File: config.mk
export PLATFORM = sky130hd
export DESIGN_NAME = nco_trigger_gen
export DESIGN_NICKNAME = d
export VERILOG_FILES = /design/src/rtl/nco_pkg.sv /design/src/rtl/nco_tune_buf.sv /design/src/rtl/nco_phase_acc.sv /design/src/rtl/nco_trigger_gen.sv
export SDC_FILE = /design/constraint.sdc
export NUM_CORES = 1
export LEC_CHECK = 0
export BUFFER_PORTS_ARGS = -buffer_cell sky130_fd_sc_hd__buf_2
export CAP_MARGIN = 0
export CELL_PAD_IN_SITES_DETAIL_PLACEMENT = 0
export CELL_PAD_IN_SITES_GLOBAL_PLACEMENT = 1
export CORE_UTILIZATION = 50
export DETAILED_ROUTE_END_ITERATION = 10
export HOLD_SLACK_MARGIN = 0.06
export PLACE_DENSITY_LB_ADDON = 0.3
export SETUP_SLACK_MARGIN = 0.1
export SKIP_CTS_REPAIR_TIMING = 1
export SYNTH_ARGS = -nofsm -noshare
export SYNTH_HDL_FRONTEND = slang
export SYNTH_HIERARCHICAL = 1
export SYNTH_SLANG_ARGS = --single-unit
File: constraint.sdc
create_clock -name clk_i -period 6.9 [get_ports clk_i]
set_input_delay 0.69 -clock clk_i [delete_from_list [all_inputs] [get_ports clk_i]]
set_output_delay 0.69 -clock clk_i [all_outputs]
set_load 0.005 [all_outputs]
File: src/rtl/nco_pkg.sv
package nco_pkg;
  parameter int unsigned ACC_W_DEF   = 48;
  parameter int unsigned PHASE_W_DEF = 12;
endpackage

File: src/rtl/nco_tune_buf.sv
module nco_tune_buf #(
  parameter int unsigned ACC_W = nco_pkg::ACC_W_DEF
) (
  input  logic             clk_i,
  input  logic             rst_ni,
  input  logic [ACC_W-1:0] word_i,
  input  logic             load_i,
  output logic [ACC_W-1:0] active_o,
  output logic             clamp_o
);
  localparam logic [ACC_W-1:0] WordMax = {1'b0, {(ACC_W-1){1'b1}}};

  logic             over;
  logic [ACC_W-1:0] legal;

  assign over  = word_i[ACC_W-1];
  assign legal = over ? WordMax : word_i;

  always_ff @(posedge clk_i or negedge rst_ni) begin
    if (!rst_ni) begin
      active_o <= '0;
      clamp_o  <= 1'b0;
    end else if (load_i) begin
      active_o <= legal;
      clamp_o  <= over;
    end
  end
endmodule

File: src/rtl/nco_phase_acc.sv
module nco_phase_acc #(
  parameter int unsigned ACC_W = nco_pkg::ACC_W_DEF
) (
  input  logic             clk_i,
  input  logic             rst_ni,
  input  logic [ACC_W-1:0] step_i,
  output logic [ACC_W-1:0] acc_o,
  output logic             wrap_o
);
  logic [ACC_W:0] sum;

  assign sum = {1'b0, acc_o} + {1'b0, step_i};

  always_ff @(posedge clk_i or negedge rst_ni) begin
    if (!rst_ni) begin
      acc_o  <= '0;
      wrap_o <= 1'b0;
    end else begin
      acc_o  <= sum[ACC_W-1:0];
      wrap_o <= sum[ACC_W];
    end
  end
endmodule

File: src/rtl/nco_trigger_gen.sv
module nco_trigger_gen #(
  parameter int unsigned ACC_W   = nco_pkg::ACC_W_DEF,
  parameter int unsigned PHASE_W = nco_pkg::PHASE_W_DEF
) (
  input  logic               clk_i,
  input  logic               rst_ni,
  input  logic [ACC_W-1:0]   tune_word_i,
  input  logic               tune_load_i,
  output logic               trig_o,
  output logic               square_o,
  output logic [PHASE_W-1:0] phase_o,
  output logic               clamp_o
);
  logic [ACC_W-1:0] active_word;
  logic [ACC_W-1:0] acc_q;

  nco_tune_buf #(.ACC_W(ACC_W)) u_buf (
    .clk_i   (clk_i),
    .rst_ni  (rst_ni),
    .word_i  (tune_word_i),
    .load_i  (tune_load_i),
    .active_o(active_word),
    .clamp_o (clamp_o)
  );

  nco_phase_acc #(.ACC_W(ACC_W)) u_acc (
    .clk_i (clk_i),
    .rst_ni(rst_ni),
    .step_i(active_word),
    .acc_o (acc_q),
    .wrap_o(trig_o)
  );

  assign square_o = acc_q[ACC_W-1];
  assign phase_o  = acc_q[ACC_W-1 -: PHASE_W];
endmodule

Word-level counts from Yosys, hierarchy flattened
Cells that the tools add are included.
W data, S select, Z words.
{"block": "word_totals", "register_bits": 98, "inputBits": 51, "out_inout_bits": 15, "elab_cells": 6}
{"block": "classes", "n_addsub": 1, "n_mux": 1}
{"cell": "$add A48 B48 Y49", "n": 1}
{"cell": "$mux W47", "n": 1}

Depth between registers and ports, before layout
{"block": "depth", "word_depth": 1, "mapped_depth": 11, "mapped_depth_nobuf": 11}

By module
The synthesis kept the hierarchy.
{"module": "nco_phase_acc", "instances": 1, "cells_per_inst": 436, "area_per_inst_um2": 3948.8, "seq_area_each_um2": 1226.2}
{"module": "nco_tune_buf", "instances": 1, "cells_per_inst": 208, "area_per_inst_um2": 2165.8, "seq_area_each_um2": 1201.2}
{"module": "nco_trigger_gen", "instances": 1, "cells_per_inst": 1, "area_per_inst_um2": 7.5, "seq_area_each_um2": 0.0}

Worst setup path before layout
Ideal clock, no wire load.
{"block": "synth_timing", "kind": "register to register", "startpoint": "register u_buf.active_o[0]", "endpoint": "register u_acc.acc_o[34]", "setup_time_ns": 0.080, "arrival_ns": 2.735, "required_ns": 6.820, "path_slack_ns": 4.085, "path_stages_with_launch": 12, "n_path_buf": 0, "synth_period_minus_slack_ns": 2.815, "path_cell_list": "dfrtp_1 -> ha_1 -> fa_1 -> a211oi_1 -> o21ai_2 -> o2111ai_1 -> o21ai_1 -> a2111o_1 -> nand2_1 -> nor2_1 -> a311oi_1 -> xnor2_1"}
{"block": "synth_via", "elab_chain_cells": 1}
{"item": "from (decl)", "line_no": "nco_tune_buf.sv:8", "rtl": "output logic [ACC_W-1:0] active_o,"}
{"item": "from (signal assigned)", "line_no": "nco_tune_buf.sv:24", "rtl": "active_o <= legal;"}
{"item": "$add A48 B48 Y49", "line_no": "nco_phase_acc.sv:12", "rtl": "assign sum = {1'b0, acc_o} + {1'b0, step_i};"}
{"item": "via u_acc.sum[34]", "line_no": "nco_phase_acc.sv:10", "rtl": "logic [ACC_W:0] sum;"}
{"item": "to (signal assigned)", "line_no": "nco_phase_acc.sv:19", "rtl": "acc_o <= sum[ACC_W-1:0];"}
{"item": "to (decl)", "line_no": "nco_phase_acc.sv:7", "rtl": "output logic [ACC_W-1:0] acc_o,"}
The timed path passes the listed nets, and every way through them passes these cells.
A chain may end at the register's enable or synchronous reset.

Worst setup path after layout
Same ends and word-level chain as after synthesis.

==> run metrics <==
CTS Buf Count 9; drc violations 0; grt ovf 0; Finished Layout Cells 836; Worst Tran Pin Value 906 ps; most common cell in the synthesized netlist nor2_1; Root Driver clkbuf_16; largest net degree at the start of global routing 54; Final Max Slew Viols 0; worst path arrival time 3510 ps; Setup crit end kind flip-flop; Final setup viols 0; synth warn 6; Initial Util 51.2%; GRT Total Usage 21.4%; Avg Synthesized Cell Area 9.49 um^2; Worst EP required 7180 ps; fin util 56.3%; DP Wirelength 9220 um; Area contributors post-synth dfrtp_1 (40%), ha_1 (9.8%), nor2_1 (7.1%), a21oi_2 (6.9%), a21oi_1 (4.0%); class of the worst hold path in -> async; H-tree levels 3; total design power 3.31 mW; multi-input logic area 0.00340 mm^2; slew margin rel. 39.6%; Max VDD drop 233 uV; Setup TNS 0 ps; Max Fanout on Critical Path 4; floorplan die width 113 um; initial antenna violation count 0; DR vias/cell 5.63; min cycle time layout 3230 ps; fmax 0.310 GHz; Worst-Skew Late Latency 360 ps; WL final 12500 um; vias in the first global route 4625; syn_nets 745; MaxCap Viol Count 0; Placer Congestion 0.837; Synth Flop Type dfrtp_1; worst clock skew 7.97 ps; clk slew on worst S/H paths 70 ps; # IOs 66; core area 0.0120 mm^2; Synth top area share 39.6%; Vias 4703; startpoint type of the worst setup path flip-flop; crit path kind reg -> reg; first-pass GRT wire length 21600 um; Post-synth EDFFs 0; wire per inst 15.0 um; Yosys reg bits 97; final worst slack 3670 ps; post-synthesis cell type count 62; share of cells above drive strength 1 21.8%; Layout area overhead 10.0%; Mapped Area 0.00612 mm^2; Fillers 1096; die outline area 0.0127 mm^2; Reg2Reg Setup Slack 3670 ps; synth cell count leaders nor2_1 (116), dfrtp_1 (97), a21oi_1 (49); hold_ws 346 ps; FF+latch area 0.00243 mm^2; cell area after layout 0.00674 mm^2; initial drt markers 205; 1st-pass router iterations 4; Leakage 2.84 nW; Seq/Total Area, Yosys 39.6%; status finished clean; P per Cell Area 491 mW/mm^2; port buffer count 65; DP Worst Slack 3700 ps; RSZ-0062 raised after global routing false; leading area contributor after synthesis dfrtp_1; post-synthesis cell count 645; asr flop ratio synth 100%; placed insts 820; period utilisation layout 46.8%; # rows 40; Area after DPL 0.00639 mm^2; Fin. Hold Viols 0; DRT antenna net count 0; Nets 784; n_diodes 0; Clock Sinks 97; CTS tree built; Clock Path Buffers 2; die height 113 um
-- flip-flops by register name (all words and copies together) (netlist names) --
name and cells:
u_buf/active_o 47, u_buf/clamp_o 1, u_acc/acc_o 48, u_acc/wrap_o 1
-- kinds of logic after synthesis --
logic type                 count (synthesis)  share of synthesized area, %
and+or+nand+nor                          203                          14.7
muxes                                      2                         0.409
other                                      1                        0.0613
xor gates and xnor gates                  43                          6.15
AOI/OAI and AO/OA                        202                          24.1
adders and majority gates                 49                          10.1
buffers and inverters                     48                          4.80
DFF                                       97                          39.6
-- where the power goes --
part / internal (mW) / total, mW / switching [mW] / leakage (nW)
logic: 0.783 / 1.88 / 1.10 / 1.62
registers: 0.765 / 0.842 / 0.0767 / 1.06
clock network: 0.354 / 0.580 / 0.226 / 0.162
total: 1.90 / 3.31 / 1.40 / 2.84
-- critical path, cell delays in order, from the launching register on --
cell       delay [ps]
dfrtp_1           380
ha_1              250
fa_1              440
a211oi_1          310
o21ai_2           140
o2111ai_1         260
o21ai_1           230
a2111o_1          410
nand2_1           160
nor2_1             70
a311oi_1          350
xnor2_1           150
-- cell usage in the layout, fill, tap and decap left out, types with 23 or more instances in the layout --
master,n
a21oi_1,49
a21oi_2,48
buf_2,63
dfrtp_1,97
ha_1,48
nand2_1,40
nor2_1,116
o21ai_0,23
xnor2_1,24
-- final timing paths --
path,from,end,depth (start not counted)
setup / recovery,u_buf/active_o[0],u_acc/acc_o[34],11
setup reg to reg,u_buf/active_o[0],u_acc/acc_o[34],11
hold reg to reg,u_acc/acc_o[0],u_acc/acc_o[0],1
max in group asynchronous,rst_ni,u_acc/acc_o[45],2
hold / removal,rst_ni,u_buf/active_o[22],1
min in group clk_i,u_acc/acc_o[0],u_acc/acc_o[0],1
-- final cells by class --
type	count	share of cell area (%)
inverter	9	0.502
clock buffer	9	3.34
clock inverter	7	1.76
multi-input combinational	500	50.5
timing repair buffer	67	5.13
tap	147	2.73
sequential	97	36.0
-- per-layer routing --
metal  vias to the layer above  wire, um  global-route usage, %
li1                       2362         -                      -
met1                      2231      6100                   28.3
met2                        93      5740                   35.0
met3                        17       486                   4.32
met4                         0       207                   7.29
met5                         -         0                      0
No activity file was read; power rests on OpenSTA's default activity.
